<file path="config.mk">
export PLATFORM = sky130hd
export DESIGN_NAME = usb_dbg_port_ctrl
export DESIGN_NICKNAME = d
export VERILOG_FILES = /design/src/rtl/usb_dbg_pkg.sv /design/src/rtl/dbg_mode_sel.sv /design/src/rtl/dbg_xact_regs.sv /design/src/rtl/dbg_out_seq.sv /design/src/rtl/usb_dbg_port_ctrl.sv
export SDC_FILE = /design/constraint.sdc
export NUM_CORES = 1
export LEC_CHECK = 0
export ABC_CLOCK_PERIOD_IN_PS = 3000
export BUFFER_PORTS_ARGS = -buffer_cell sky130_fd_sc_hd__buf_2
export CORE_UTILIZATION = 45
export CTS_BUF_LIST = sky130_fd_sc_hd__clkbuf_16
export DETAILED_ROUTE_END_ITERATION = 12
export GPL_TIMING_DRIVEN = 0
export PLACE_DENSITY = 0.78
export SLEW_MARGIN = 30
export SYNTH_ARGS = -nofsm -noshare
export SYNTH_HDL_FRONTEND = slang
export SYNTH_SLANG_ARGS = --single-unit
</file>
<file path="constraint.sdc">
create_clock -name clk -period 3 [get_ports clk]
set_clock_uncertainty 0.2 [all_clocks]
set_input_delay 0.6 -clock clk [delete_from_list [all_inputs] [get_ports clk]]
set_output_delay 0.6 -clock clk [all_outputs]
set_load 0.05 [all_outputs]
</file>
<file path="src/rtl/usb_dbg_pkg.sv">
package usb_dbg_pkg;

  typedef enum logic [2:0] {
    PM_NORMAL     = 3'd0,
    PM_SYNC_KA    = 3'd1,
    PM_SOF_ONLY   = 3'd2,
    PM_INTERLEAVE = 3'd3,
    PM_ILLEGAL    = 3'd4,
    PM_SUSPEND    = 3'd5
  } port_mode_e;

  typedef enum logic [2:0] {
    SQ_IDLE, SQ_TOKPID, SQ_TOKB0, SQ_TOKB1, SQ_DATPID, SQ_DATA, SQ_WAIT
  } seq_state_e;

  function automatic port_mode_e decode_mode(input logic own, input logic en,
                                             input logic pe, input logic rs,
                                             input logic sus);
    port_mode_e m;
    if (!own || !en)  m = PM_NORMAL;
    else if (!pe)     m = rs ? PM_SOF_ONLY : PM_SYNC_KA;
    else if (sus)     m = PM_SUSPEND;
    else              m = rs ? PM_INTERLEAVE : PM_ILLEGAL;
    return m;
  endfunction

endpackage

</file>
<file path="src/rtl/dbg_mode_sel.sv">
module dbg_mode_sel
  import usb_dbg_pkg::*;
(
  input  logic       clk,
  input  logic       rst,
  input  logic       owner,
  input  logic       dbg_en,
  input  logic       port_en,
  input  logic       run_stop,
  input  logic       suspend,
  output logic [2:0] mode_o,
  output logic       ka_sync_o,
  output logic       ka_sof_o,
  output logic       traffic_ok_o,
  output logic       illegal_o
);
  port_mode_e nxt;

  always_comb nxt = decode_mode(owner, dbg_en, port_en, run_stop, suspend);

  always_ff @(posedge clk) begin
    if (rst) begin
      mode_o       <= PM_NORMAL;
      ka_sync_o    <= 1'b0;
      ka_sof_o     <= 1'b0;
      traffic_ok_o <= 1'b0;
      illegal_o    <= 1'b0;
    end else begin
      mode_o       <= nxt;
      ka_sync_o    <= (nxt == PM_SYNC_KA);
      ka_sof_o     <= (nxt == PM_SOF_ONLY) || (nxt == PM_INTERLEAVE);
      traffic_ok_o <= (nxt == PM_SYNC_KA) || (nxt == PM_SOF_ONLY) ||
                      (nxt == PM_INTERLEAVE);
      illegal_o    <= (nxt == PM_ILLEGAL);
    end
  end
endmodule

</file>
<file path="src/rtl/dbg_xact_regs.sv">
module dbg_xact_regs #(
  parameter int ADDR_W = 7,
  parameter int EP_W   = 4,
  parameter int LEN_W  = 4,
  parameter int DATA_W = 64
) (
  input  logic              clk,
  input  logic              rst,
  input  logic              load,
  input  logic [ADDR_W-1:0] addr_i,
  input  logic [EP_W-1:0]   ep_i,
  input  logic [15:0]       pids_i,
  input  logic [LEN_W-1:0]  len_i,
  input  logic [DATA_W-1:0] data_i,
  input  logic              write_i,
  input  logic              go_i,
  input  logic              go_clr,
  output logic [ADDR_W-1:0] addr_o,
  output logic [EP_W-1:0]   ep_o,
  output logic [15:0]       pids_o,
  output logic [LEN_W-1:0]  len_o,
  output logic [DATA_W-1:0] data_o,
  output logic              go_o,
  output logic              start_o
);
  logic accept;

  assign accept  = load && !go_o;
  assign start_o = accept && go_i && write_i;

  always_ff @(posedge clk) begin
    if (rst) begin
      addr_o <= '0;
      ep_o   <= '0;
      pids_o <= '0;
      len_o  <= '0;
      data_o <= '0;
      go_o   <= 1'b0;
    end else if (accept) begin
      addr_o <= addr_i;
      ep_o   <= ep_i;
      pids_o <= pids_i;
      len_o  <= len_i;
      data_o <= data_i;
      go_o   <= go_i && write_i;
    end else if (go_clr) begin
      go_o   <= 1'b0;
    end
  end
endmodule

</file>
<file path="src/rtl/dbg_out_seq.sv">
module dbg_out_seq
  import usb_dbg_pkg::*;
#(
  parameter int ADDR_W      = 7,
  parameter int EP_W        = 4,
  parameter int DATA_BYTES  = 8,
  parameter int TIMEOUT_CYC = 16,
  localparam int LEN_W      = $clog2(DATA_BYTES + 1),
  localparam int IDX_W      = $clog2(DATA_BYTES),
  localparam int DATA_W     = DATA_BYTES * 8,
  localparam int TO_W       = $clog2(TIMEOUT_CYC + 1)
) (
  input  logic              clk,
  input  logic              rst,
  input  logic              go,
  input  logic              start,
  input  logic              traffic_ok,
  input  logic [ADDR_W-1:0] addr,
  input  logic [EP_W-1:0]   ep,
  input  logic [15:0]       pids,
  input  logic [LEN_W-1:0]  len,
  input  logic [DATA_W-1:0] data,
  input  logic              tx_ready,
  input  logic              hs_valid,
  output logic              tx_valid,
  output logic [7:0]        tx_data,
  output logic              tx_last,
  output logic              go_clr,
  output logic              done,
  output logic              err_len,
  output logic              err_to
);
  seq_state_e       state;
  logic [LEN_W-1:0] idx;
  logic [TO_W-1:0]  cnt;
  logic [7:0]       dbyte [DATA_BYTES];

  for (genvar g = 0; g < DATA_BYTES; g++) begin : g_bytes
    assign dbyte[g] = data[g*8 +: 8];
  end

  always_ff @(posedge clk) begin
    if (rst) begin
      state    <= SQ_IDLE;
      tx_valid <= 1'b0;
      tx_data  <= '0;
      tx_last  <= 1'b0;
      idx      <= '0;
      cnt      <= '0;
      go_clr   <= 1'b0;
      done     <= 1'b0;
      err_len  <= 1'b0;
      err_to   <= 1'b0;
    end else begin
      go_clr <= 1'b0;
      if (start) begin
        done    <= 1'b0;
        err_len <= 1'b0;
        err_to  <= 1'b0;
      end
      case (state)
        SQ_IDLE: if (go && traffic_ok && !go_clr) begin
          if (len > LEN_W'(DATA_BYTES)) begin
            err_len <= 1'b1;
            go_clr  <= 1'b1;
          end else begin
            tx_valid <= 1'b1;
            tx_data  <= pids[7:0];
            tx_last  <= 1'b0;
            state    <= SQ_TOKPID;
          end
        end
        SQ_TOKPID: if (tx_ready) begin
          tx_data <= {ep[0], addr};
          state   <= SQ_TOKB0;
        end
        SQ_TOKB0: if (tx_ready) begin
          tx_data <= {{(8 - EP_W + 1){1'b0}}, ep[EP_W-1:1]};
          tx_last <= 1'b1;
          state   <= SQ_TOKB1;
        end
        SQ_TOKB1: if (tx_ready) begin
          tx_data <= pids[15:8];
          tx_last <= (len == '0);
          idx     <= '0;
          state   <= SQ_DATPID;
        end
        SQ_DATPID: if (tx_ready) begin
          if (len == '0) begin
            tx_valid <= 1'b0;
            tx_last  <= 1'b0;
            cnt      <= '0;
            state    <= SQ_WAIT;
          end else begin
            tx_data <= dbyte[0];
            tx_last <= (len == LEN_W'(1));
            idx     <= LEN_W'(1);
            state   <= SQ_DATA;
          end
        end
        SQ_DATA: if (tx_ready) begin
          if (tx_last) begin
            tx_valid <= 1'b0;
            tx_last  <= 1'b0;
            cnt      <= '0;
            state    <= SQ_WAIT;
          end else begin
            tx_data <= dbyte[idx[IDX_W-1:0]];
            tx_last <= ((idx + LEN_W'(1)) == len);
            idx     <= idx + LEN_W'(1);
          end
        end
        SQ_WAIT: begin
          if (hs_valid) begin
            done   <= 1'b1;
            go_clr <= 1'b1;
            state  <= SQ_IDLE;
          end else if (cnt == TO_W'(TIMEOUT_CYC - 1)) begin
            err_to <= 1'b1;
            go_clr <= 1'b1;
            state  <= SQ_IDLE;
          end else begin
            cnt <= cnt + TO_W'(1);
          end
        end
        default: state <= SQ_IDLE;
      endcase
    end
  end
endmodule

</file>
<file path="src/rtl/usb_dbg_port_ctrl.sv">
module usb_dbg_port_ctrl #(
  parameter int ADDR_W      = 7,
  parameter int EP_W        = 4,
  parameter int DATA_BYTES  = 8,
  parameter int TIMEOUT_CYC = 16,
  localparam int LEN_W      = $clog2(DATA_BYTES + 1),
  localparam int DATA_W     = DATA_BYTES * 8
) (
  input  logic              clk,
  input  logic              rst,
  input  logic              owner,
  input  logic              dbg_en,
  input  logic              port_en,
  input  logic              run_stop,
  input  logic              suspend,
  input  logic              cfg_load,
  input  logic [ADDR_W-1:0] cfg_addr,
  input  logic [EP_W-1:0]   cfg_endp,
  input  logic [15:0]       cfg_pids,
  input  logic [LEN_W-1:0]  cfg_len,
  input  logic [DATA_W-1:0] cfg_data,
  input  logic              cfg_write,
  input  logic              cfg_go,
  output logic              tx_valid,
  output logic [7:0]        tx_data,
  output logic              tx_last,
  input  logic              tx_ready,
  input  logic              hs_valid,
  output logic [2:0]        port_mode,
  output logic              ka_sync,
  output logic              ka_sof,
  output logic              dbg_traffic_ok,
  output logic              mode_illegal,
  output logic              go_busy,
  output logic              done,
  output logic              err_len,
  output logic              err_timeout
);
  logic [ADDR_W-1:0] r_addr;
  logic [EP_W-1:0]   r_ep;
  logic [15:0]       r_pids;
  logic [LEN_W-1:0]  r_len;
  logic [DATA_W-1:0] r_data;
  logic              start, go_clr;

  dbg_mode_sel u_mode (
    .clk, .rst, .owner, .dbg_en, .port_en, .run_stop, .suspend,
    .mode_o(port_mode), .ka_sync_o(ka_sync), .ka_sof_o(ka_sof),
    .traffic_ok_o(dbg_traffic_ok), .illegal_o(mode_illegal)
  );

  dbg_xact_regs #(.ADDR_W(ADDR_W), .EP_W(EP_W), .LEN_W(LEN_W), .DATA_W(DATA_W)) u_regs (
    .clk, .rst, .load(cfg_load), .addr_i(cfg_addr), .ep_i(cfg_endp),
    .pids_i(cfg_pids), .len_i(cfg_len), .data_i(cfg_data),
    .write_i(cfg_write), .go_i(cfg_go), .go_clr,
    .addr_o(r_addr), .ep_o(r_ep), .pids_o(r_pids), .len_o(r_len),
    .data_o(r_data), .go_o(go_busy), .start_o(start)
  );

  dbg_out_seq #(.ADDR_W(ADDR_W), .EP_W(EP_W), .DATA_BYTES(DATA_BYTES),
                .TIMEOUT_CYC(TIMEOUT_CYC)) u_seq (
    .clk, .rst, .go(go_busy), .start, .traffic_ok(dbg_traffic_ok),
    .addr(r_addr), .ep(r_ep), .pids(r_pids), .len(r_len), .data(r_data),
    .tx_ready, .hs_valid, .tx_valid, .tx_data, .tx_last, .go_clr,
    .done, .err_len, .err_to(err_timeout)
  );
endmodule

</file>
# Word level (Yosys, flattened, before mapping)
# Index checks and enable logic that the tools add are counted.
[word_totals] register_bits=129 input_bits=107 out_inout_bits=21 word_cells=158
[op_classes] n_addsub=2 n_lt_le_gt_ge=2 eq_ne=27 n_mux=77 bitwise=1 reduce_logical=28
[ops] cell="$mux 8" n=11
[ops] cell="$pmux 8 s6" n=1
[ops] cell="$mux 3" n=14
[ops] cell="$mux 1" n=31
[ops] cell="$mux 5" n=6
[ops] cell="$bmux 8 s3" n=1
[ops] cell="$pmux 3 s7" n=1
[ops] cell="$reduce_and 7->1" n=3
[ops] cell="$mux 4" n=5
[ops] cell="$ne 2x2->1 const B" n=10
[ops] cell="$pmux 5 s3" n=1
[ops] cell="$eq 3x2->1 const B" n=4
[ops] cell="$eq 3x3->1 const B" n=4
[ops] cell="$pmux 4 s3" n=1
[ops] cell="$reduce_and 10->1" n=1
[ops] cell="$reduce_and 9->1" n=1
[ops] cell="$reduce_bool 3->1" n=3
[ops] cell="$eq 3x1->1 const B" n=2
[ops] cell="$logic_and 1x1->1" n=6
[ops] cell="$ne 2x1->1 const B" n=3
[ops] cell="$reduce_and 6->1" n=1
[ops] cell="$reduce_bool 6->1" n=1
[ops] cell="$add 5x1->5 const B" n=1
[ops] cell="$eq 5x4->1 const B" n=1
[ops] cell="other kinds (17)" n=24

# Depth between registers and ports, before layout
# Gate-level depths: netlist of the first run.
[depth] word_depth=8 ltp_mapped=8 mapped_depth_nobuf=7

# Modules after synthesis
# A second synthesis of the first run with hierarchy kept.
[unflattened] hier_cells=690 hier_area_um2=5845.6
[by_module_without_submodules] mod="dbg_xact_regs" n_inst=1 cells_per_inst=420 area_per_inst_um2=3364.5 seq_area_each_um2=1921.8
[by_module_without_submodules] mod="dbg_out_seq" n_inst=1 cells_per_inst=251 area_per_inst_um2=2237.1 seq_area_each_um2=520.5
[by_module_without_submodules] mod="dbg_mode_sel" n_inst=1 cells_per_inst=19 area_per_inst_um2=244.0 seq_area_each_um2=140.1

# Worst setup path after synthesis of the first run
# Ideal clock, no wire load.
[synth_timing] path_type="input to register" from="input port tx_ready" to="register u_seq.tx_data[1]" setup_time_ps=134 arrival_time_ps=1780 t_required_ps=2666 path_slack_ps=886 path_stages=8 path_buffers=3 cell_sequence="clkbuf_2 -> inv_1 -> maj3_1 -> nor2b_4 -> buf_6 -> and2_4 -> buf_12 -> a311oi_2"
[synth_via] elab_chain_cells=2 word_cells_on_any_way=6 classes_between="5 x eq/ne; 1 x reduce/logical"
[synth_lines] element="start: declaration" line="usb_dbg_port_ctrl.sv:27" source="input logic tx_ready,"
[synth_lines] element="$ne 2x2->1 (no line)"
[synth_lines] element="$reduce_and 10->1 (no line) (*)"
[synth_lines] element="end signal: assignment" line="dbg_out_seq.sv:68" source="tx_data <= pids[7:0];"
[synth_lines] element="end signal: assignment" line="dbg_out_seq.sv:74" source="tx_data <= {ep[0], addr};"
[synth_lines] element="end signal: assignment" line="dbg_out_seq.sv:78" source="tx_data <= {{(8 - EP_W + 1){1'b0}}, ep[EP_W-1:1]};"
[synth_lines] element="end: declaration" line="dbg_out_seq.sv:26" source="output logic [7:0] tx_data,"
# Every way passes the cells marked *; elsewhere a longest branch is shown, timed or not.
# A chain may end at the register's enable or synchronous reset.

# Worst setup path after layout of the first run
[layout_timing] from="register u_regs.go_o" to="register u_regs.addr_o[2]"
[layout_via] elab_chain_cells=2
[layout_lines] element="start: declaration" line="dbg_xact_regs.sv:23" source="output logic go_o,"
[layout_lines] element="start signal: assignment" line="dbg_xact_regs.sv:45" source="go_o <= go_i && write_i;"
[layout_lines] element="$logic_not 1->1" line="dbg_xact_regs.sv:28" source="assign accept = load && !go_o;"
[layout_lines] element="$logic_and 1x1->1" line="dbg_xact_regs.sv:28"
[layout_lines] element="end signal: assignment" line="dbg_xact_regs.sv:40" source="addr_o <= addr_i;"
[layout_lines] element="end: declaration" line="dbg_xact_regs.sv:18" source="output logic [ADDR_W-1:0] addr_o,"
# No other way between the ends.

==> impl_metrics.ini, run 1 <==
[synthesis]
synth_cells = 682
synthesis.area_mm2 = 0.005808
ys_seq_elements = 129
seq_area_frac_synth_pct = 44.46
netlist-cell-type-count = 59
synth.avg_cell_area_um2 = 8.516
synth_edf_count = 0
ys.flop_type = dfxtp_1
yosys.area.top_type = dfxtp_1
mappedNetlistNets = 792
yosys-top-cells-area = dfxtp_1 44%, nand2_1 13%, a21oi_1 11%
ys.warnings.count = 0
synthArstFlopShare_pct = 0
synth_top_area_share_pct = 44.46

[clock_tree]
h-tree-depth = 4
clk_transition_reported_paths_ns = 0.06
clock-root-buffer = clkbuf_16
clock_sinks = 129
cts_tree = built
post-cts-setup-buffers = 0
clock_latency_ns = 0.41
hold_buffers = 0
clockBufferDepth = 2
cts_resized = 0
cts_made_buffers = 17

[sta]
fmax_mhz = 363.9
fin_crit_ns = 2.748
rsz0062_at_grt = false
worst_pin_slew_ns = 0.7942
fin_crit_sh_pct = 91.60
drv_slew = 0
relSlewSlack_pct = 47.05
timing_hold_violations_final = 0
setup_slack_ns = 0.2520
finalSetupViolations = 0
setup_tns_ns = 0

[critical_path]
reg2reg_to = u_regs.addr_o[2]
max_stage_delay_ns = 0.63
cp_max_fo = 10
r2r-start = u_regs.go_o
r2r_cells = 6
required_ns = 3.14
crit_slowest_cell = clkbuf_1
critical_path.most_common_cell = clkbuf_1
criticalPathCategory = reg -> reg
worstPathCellList = nor2b_1 > clkbuf_1 > clkbuf_1 > buf_1 > nand2_1 > a21oi_1
crit_path_end_kind = register
worst_ep_arrival_time_ns = 2.89
r2r_slack_ns = 0.25
worst_setup_path_start_kind = register

[power]
p_int_uw = 3396
cellPowerDensity_mw_per_mm2 = 672.8
seq_power_share_pct = 39.6
p_comb_share_pct = 18.3
leakagePower_uw = 0.002885
sw_frac_of_total_pct = 30.22
power.share.clock_pct = 42.0
power.total_uw = 4866
p_switching_uw = 1470
ir_worst_vdd_uv = 554.9

[die]
start_util_pct = 46.02
rows = 41
die_y_um = 115.6
die_area_mm2 = 0.01337
ios = 128
coreArea_mm2 = 0.01262
die_x_um = 115.6

[global_route]
grt_pass1_wl_um = 26300
antenna_found_initial = 0
grt_max_degree = 17
overflow = 0
grt_pass1_vias = 5105
grt.total_usage_pct = 26.43

[route]
drt-pass1-iter-count = 5
wl_per_cell_um = 16.84
dr_total_vias = 5581
routed_wl_um = 17030
drtAntennaViolNets = 0
via_per_inst = 5.520
drc = 0
drtIter0Drc = 466

[finish]
multi_input_area_mm2 = 0.002933
areaGrowthSynthToFinish_pct = 24.54
drive_gt1_share_pct = 25.15
seq_area_mm2 = 0.002582
fill_cells = 1150
fin_nets = 936
diodes = 0

[placed_design]
gp_congestion = 0.8769
place.port_buffers = 125
dp_hpwl_um = 12200
pre_cts_slack_ns = 0.07427

[status]
status = finished, final reports clean

[min_path]
hold_start = suspend
hold_class = in -> reg
whs_endpoint = u_mode.illegal_o
hold_depth = 2

[flow_run]
drv_cap = 0
worst max-delay path by stage:
stage	startpoint	to	slack (ns)
global placement	cfg_load	u_regs.addr_o[0]	0.11
floorplan	tx_ready	u_seq.tx_data[1]	0.89
detailed placement	cfg_load	u_regs.addr_o[2]	0.07
CTS	u_regs.go_o	u_regs.addr_o[2]	0.34
finish	u_regs.go_o	u_regs.addr_o[2]	0.25
global route	u_regs.go_o	u_regs.addr_o[2]	0.18
metal layers:
metal	up-vias	global-route usage, %	share of wire [%]
met5	-	0	0
met4	0	11.54	3.1
met3	40	6.224	7.7
met2	260	41.76	46
met1	2603	34.66	43
li1	2678	-	-
power by group through the flow:
stage,clock network (uW),logic [uW],registers [uW]
floorplan,0,501,2060
global placement,0,861,1960
detailed placement,0,872,1960
CTS,2050,878,1930
global route,2130,961,1940
finish,2050,892,1930
logic make-up after synthesis:
kind of cell,count (synthesis),share of synthesized area (%)
AND/OR/NAND/NOR,269,20.75
flip-flops,129,44.46
buffers and inverters,62,5.041
XOR/XNOR,6,0.9048
AO/OA/AOI/OAI,184,19.39
multiplexers,28,8.638
adder cells (fa/ha/maj),4,0.8187
cells in the mapped netlist (4+ instances only):
cell / count
buf_1: 10
nand2b_1: 6
nor2b_1: 6
xnor2_1: 4
buf_2: 10
nor3_1: 6
mux4_2: 17
nor3b_1: 4
dfxtp_1: 129
a221oi_1: 13
o21ai_0: 8
mux2_1: 4
or3_1: 6
inv_1: 5
mux2i_1: 4
nor2_1: 15
clkbuf_1: 31
a22oi_1: 9
nand3_1: 7
nand2_1: 200
a211oi_2: 7
a21oi_1: 125
buf_6: 4
through the flow:
step | util, % | cells | hold WS [ns] | cell area, um2
6_report | 57.32 | 1011 | 0.1924 | 7233
2_1_floorplan | - | 682 | 0.2319 | 5808
4_1_cts | 57.32 | 1011 | 0.1796 | 7233
3_5_place_dp | 52.69 | 979 | 0.2449 | 6649
3_3_place_gp | 52.69 | 979 | 0.2392 | 6649
5_1_grt | 57.32 | 1011 | 0.1812 | 7233
critical path: cells and delay by family, from the launching register on:
family	cells	cell delay, ns
flip-flops	1	0.37
AND/OR/NAND/NOR	2	0.33
AO/OA/AOI/OAI	1	0.16
buffers and inverters	3	1.61
cell usage in the layout (no fill, tap or decap), types with 3 or more instances in the layout:
cell / n
a211oi_2: 7
a21oi_1: 125
a221oi_1: 13
a22oi_1: 9
a31oi_1: 3
and3_1: 3
buf_1: 10
buf_2: 135
buf_6: 4
clkbuf_1: 31
clkbuf_16: 17
clkinvlp_4: 4
dfxtp_1: 129
ha_1: 3
inv_1: 5
inv_6: 3
mux2_1: 4
mux2_2: 3
mux2i_1: 4
mux4_2: 17
nand2_1: 200
nand2b_1: 6
nand3_1: 7
nand3b_1: 3
nor2_1: 15
nor2b_1: 6
nor3_1: 6
nor3b_1: 4
o21ai_0: 8
or3_1: 6
xnor2_1: 4
flip-flops by register name (all words and copies together) (netlist names), 3 cells and up:
name / flops
u_regs.pids_o: 16
u_seq.state: 3
u_regs.len_o: 4
u_regs.ep_o: 4
u_seq.tx_data: 8
u_seq.cnt: 5
u_mode.mode_o: 3
u_seq.idx: 4
u_regs.addr_o: 7
u_regs.data_o: 64
layout make-up:
class | instances | share of cell area (%)
multi-input cells | 491 | 40.55
flip-flops and latches | 129 | 35.70
repair buffers | 125 | 8.649
clock buffers | 17 | 5.881
plain buffers | 57 | 3.788
well taps | 172 | 2.975
clock inverters | 15 | 2.197
inverters | 5 | 0.2595
Note: power is estimated with default switching activity, not from simulation.
==> inputs of run 2 (changes only) <==
--- a/config.mk
+++ b/config.mk
@@ -7,11 +7,11 @@
 export LEC_CHECK = 0
 export ABC_CLOCK_PERIOD_IN_PS = 3000
 export BUFFER_PORTS_ARGS = -buffer_cell sky130_fd_sc_hd__buf_2
-export CORE_UTILIZATION = 45
+export CORE_UTILIZATION = 54
 export CTS_BUF_LIST = sky130_fd_sc_hd__clkbuf_16
 export DETAILED_ROUTE_END_ITERATION = 12
 export GPL_TIMING_DRIVEN = 0
-export PLACE_DENSITY = 0.78
+export PLACE_DENSITY = 0.89
 export SLEW_MARGIN = 30
 export SYNTH_ARGS = -nofsm -noshare
 export SYNTH_HDL_FRONTEND = slang
==> impl_metrics.ini, run 2 (synthesized netlist as in run 1, its figures left out) <==
[sta]
setup_tns_ns = 0
worst_pin_slew_ns = 0.7067
fin_crit_ns = 2.584
relSlewSlack_pct = 52.89
fmax_mhz = 386.9
finalSetupViolations = 0
drv_slew = 0
timing_hold_violations_final = 0
fin_crit_sh_pct = 86.15
rsz0062_at_grt = false

[critical_path]
r2r_slack_ns = 0.42
worstPathCellList = buf_2 > clkbuf_1 > mux4_2 > a221oi_1 > a211oi_2
crit_slowest_cell = a221oi_1
crit_path_end_kind = register
max_stage_delay_ns = 0.54
r2r_cells = 5
critPathBufInv = 2
worst_ep_arrival_time_ns = 2.66
required_ns = 3.08
reg2reg_to = u_seq.tx_data[3]
cp_max_fo = 10
worst_path_dominant_cell_family = buffers and inverters
criticalPathCategory = reg -> reg
worst_setup_path_start_kind = register
r2r-start = u_seq.idx[1]
crit_cells = 5

[die]
die_x_um = 105.7
die_y_um = 105.7
ios = 128
rows = 37
start_util_pct = 56.01
coreArea_mm2 = 0.01037
die_area_mm2 = 0.01117

[placed_design]
place.port_buffers = 125
dp_hpwl_um = 11980
place_area_mm2 = 0.006604
gp_congestion = 0.9253

[finish]
drive_gt1_share_pct = 24.91
fin_nets = 936
fill_cells = 798
top_regs = u_regs.data_o: 64 flops, u_regs.pids_o: 16 flops, u_seq.tx_data: 8 flops
final_common_cell = nand2_1
largest_reg_flops = 64
regMostFlops = u_regs.data_o
mostFrequentLayoutCells = 200 x nand2_1, 135 x buf_2, 129 x dfxtp_1
final_area_mm2 = 0.007176
areaGrowthSynthToFinish_pct = 23.55
diodes = 0

[clock_tree]
h-tree-depth = 4
cts_tree = built
cts_made_buffers = 17
clockBufferDepth = 2
clock-root-buffer = clkbuf_16
post-cts-setup-buffers = 0
clock_sinks = 129
hold_buffers = 0
cts_resized = 0
clk_transition_reported_paths_ns = 0.06
clock_latency_ns = 0.43

[min_path]
whs_endpoint = u_mode.ka_sync_o
hold_depth = 2
hold_class = in -> reg
hold_start = port_en

[route]
wl_per_cell_um = 17.79
dr_total_vias = 5840
drtIter0Drc = 597
routed_wl_um = 17350
drt-pass1-iter-count = 8
via_per_inst = 5.990
drtAntennaViolNets = 0
drc = 0

[global_route]
grt_pass1_wl_um = 27430
grt.total_usage_pct = 32.27
overflow = 0
grt_pass1_vias = 5580
grt_max_degree = 17
antenna_found_initial = 0

[power]
power.share.clock_pct = 41.6
cellPowerDensity_mw_per_mm2 = 672.9
seq_power_share_pct = 39.8
ir_worst_vdd_uv = 425.5
leakagePower_uw = 0.002900
p_int_uw = 3381
p_switching_uw = 1448
sw_frac_of_total_pct = 29.99
p_comb_share_pct = 18.5

[flow_run]
drv_cap = 0

[status]
status = finished, final reports clean
==> run 2: cell count changes in the layout (fill, tap and decap cells not counted) <==
cell	change
clkinvlp_4	-3
inv_6	-2
inv_1	+3
clkinv_4	+3
clkinv_1	-1
clkinv_2	+1
inv_8	-1
==> run 2: final cells by class <==
cell class	instances	area, um2	area share [%]
Sequential cell	129	2582	35.99
Clock buffer	17	425.4	5.929
Clock inverter	15	146.4	2.040
Inverter	5	18.77	0.2616
Timing Repair Buffer	125	625.6	8.718
Multi-Input combinational cell	491	2933	40.87
Tap cell	136	170.2	2.371
Buffer	57	274.0	3.819
==> run 2: routing by layer <==
metal	vias up	part of all wire, %	global-route usage, %
met4	0	5.2	18.45
li1	2673	-	-
met5	-	0	0
met3	87	12	9.276
met2	378	46	51.77
met1	2702	37	38.63
==> run 2: power groups by stage <==
stage,Combinational (uW),Sequential [uW],Clock (uW)
after CTS,881,1920,2000
final,895,1920,2010
after global placement,852,1950,0
after detailed placement,866,1950,0
after global routing,957,1930,2080
after floorplan,501,2060,0
==> run 2: worst max path at each step <==
stage / from / endpoint / slack, ns
2_1_floorplan: tx_ready / u_seq.tx_data[1] / 0.89
3_3_place_gp: cfg_load / u_regs.addr_o[0] / 0.31
3_5_place_dp: cfg_load / u_regs.addr_o[0] / 0.29
4_1_cts: u_seq.idx[1] / u_seq.tx_data[3] / 0.47
5_1_grt: u_seq.idx[1] / u_seq.tx_data[0] / 0.27
6_report: u_seq.idx[1] / u_seq.tx_data[3] / 0.42
==> run 2: stage by stage <==
step	power [uW]	hold slack (ns)	std cells	utilization [%]	worst slack, ns
final	4829	0.1774	975	69.20	0.4156
after global routing	4968	0.1818	975	69.20	0.2733
after CTS	4796	0.1765	975	69.20	0.4684
after detailed placement	2818	0.2454	943	63.68	0.2851
after global placement	2800	0.2395	943	63.68	0.3102
after floorplan	2559	0.2319	682	-	0.8863
==> inputs of run 3 (changes only) <==
--- a/config.mk
+++ b/config.mk
@@ -11,7 +11,7 @@
 export CTS_BUF_LIST = sky130_fd_sc_hd__clkbuf_16
 export DETAILED_ROUTE_END_ITERATION = 12
 export GPL_TIMING_DRIVEN = 0
-export PLACE_DENSITY = 0.89
+export PLACE_DENSITY = 0.78
 export SLEW_MARGIN = 30
 export SYNTH_ARGS = -nofsm -noshare
 export SYNTH_HDL_FRONTEND = slang
==> impl_metrics.ini, run 3 (synthesized netlist as in run 1, its figures left out) <==
[die]
die_x_um = 105.7
start_util_pct = 56.01
die_area_mm2 = 0.01117
die_y_um = 105.7
ios = 128
coreArea_mm2 = 0.01037
rows = 37

[finish]
drive_gt1_share_pct = 24.55
regMostFlops = u_regs.data_o
fin_nets = 936
seq_area_mm2 = 0.002582
top_regs = u_regs.data_o: 64 flops, u_regs.pids_o: 16 flops, u_seq.tx_data: 8 flops
areaGrowthSynthToFinish_pct = 24.45
mostFrequentLayoutCells = 200 x nand2_1, 135 x buf_2, 129 x dfxtp_1
diodes = 0
fill_cells = 827
final_common_cell = nand2_1
fin_util_pct = 69.70
multi_input_area_mm2 = 0.002933
largest_reg_flops = 64

[clock_tree]
clockBufferDepth = 2
cts_tree = built
hold_buffers = 0
clock_latency_ns = 0.42
clock_sinks = 129
clk_transition_reported_paths_ns = 0.06
cts_resized = 0
post-cts-setup-buffers = 0
clock-root-buffer = clkbuf_16
h-tree-depth = 4
cts_made_buffers = 17

[route]
drtAntennaViolNets = 0
routed_wl_um = 17420
drc = 0
drtIter0Drc = 568
via_per_inst = 5.833
drt-pass1-iter-count = 6
wl_per_cell_um = 17.87
dr_total_vias = 5687

[critical_path]
cp_max_fo = 10
r2r_slack_ns = 0.41
criticalPathCategory = reg -> reg
crit_path_end_kind = register
r2r_cells = 6
worst_setup_path_start_kind = register
setup.worst_path.start = u_regs.go_o
required_ns = 3.14
r2r-start = u_regs.go_o
worst_ep_arrival_time_ns = 2.73
reg2reg_to = u_regs.data_o[60]

[power]
ir_worst_vdd_uv = 457.5
cellPowerDensity_mw_per_mm2 = 694.8
leakagePower_uw = 0.002918

[sta]
relSlewSlack_pct = 51.35
fin_crit_ns = 2.593
drv_slew = 0
worst_pin_slew_ns = 0.7297
fin_crit_sh_pct = 86.42
fmax_mhz = 385.7
setup_tns_ns = 0
timing_hold_violations_final = 0
rsz0062_at_grt = false
finalSetupViolations = 0

[global_route]
antenna_found_initial = 1
grt_max_degree = 17
grt_pass1_vias = 5489
grt_pass1_wl_um = 27470
grt.total_usage_pct = 32.47
overflow = 0

[min_path]
whs_endpoint = u_mode.illegal_o
hold_class = in -> reg
hold_start = suspend
hold_depth = 2

[placed_design]
dp_hpwl_um = 12670
place.port_buffers = 125
gp_congestion = 0.8987

[status]
status = finished, final reports clean

[flow_run]
drv_cap = 0
==> run 3: changes by cell type in the layout (fill, tap and decap cells not counted), sizes merged <==
cell	previous run	this run
bufinv	2	5
inv	9	7
clkinv	8	7
==> run 3: worst max path at each step <==
stage	to	slack [ns]	depth (start not counted)
6_report	u_regs.data_o[60]	0.41	6
4_1_cts	u_regs.data_o[60]	0.47	6
3_3_place_gp	u_regs.addr_o[0]	0.21	7
2_1_floorplan	u_seq.tx_data[1]	0.89	8
5_1_grt	u_regs.data_o[60]	0.30	6
3_5_place_dp	u_regs.addr_o[3]	0.15	7
==> run 3: layout make-up <==
cell class                 instances  area share, %
buffer                            57          3.791
inverter                           5         0.2597
clock inverter                    15          2.752
tap                              136          2.354
clock buffer                      17          5.885
multi-input combinational        491          40.57
sequential                       129          35.73
timing repair buffer             125          8.655
==> run 3: power by group <==
| part | switching [uW] | internal (uW) |
|---|---|---|
| clock | 745 | 1450 |
| combinational | 562 | 330 |
| sequential | 97.0 | 1840 |
| total | 1400 | 3620 |
==> run 3: critical path, stage by stage (launching register included) <==
cell	delay, ns
dfxtp_1	0.34
nor2b_1	0.11
clkbuf_1	0.36
clkbuf_1	0.61
buf_1	0.57
nand2_1	0.16
a21oi_1	0.16
==> run 3: through the flow <==
stage	hold WS [ns]	instance area, um2	total power (uW)	worst slack, ns	cells
2_1_floorplan	0.2319	5808	2559	0.8863	682
3_3_place_gp	0.2394	6604	2812	0.2091	943
3_5_place_dp	0.2453	6604	2835	0.1544	943
4_1_cts	0.1840	7228	5007	0.4706	975
5_1_grt	0.1960	7228	5190	0.3003	975
6_report	0.1885	7228	5022	0.4075	975
==> run 3: metal layers <==
layer	vias to the layer above	GRT usage [%]	wire (um)
li1	2670	-	-
met1	2687	41.51	7286
met2	279	51.12	8043
met3	51	8.040	1349
met4	0	16.07	741
met5	-	0	0
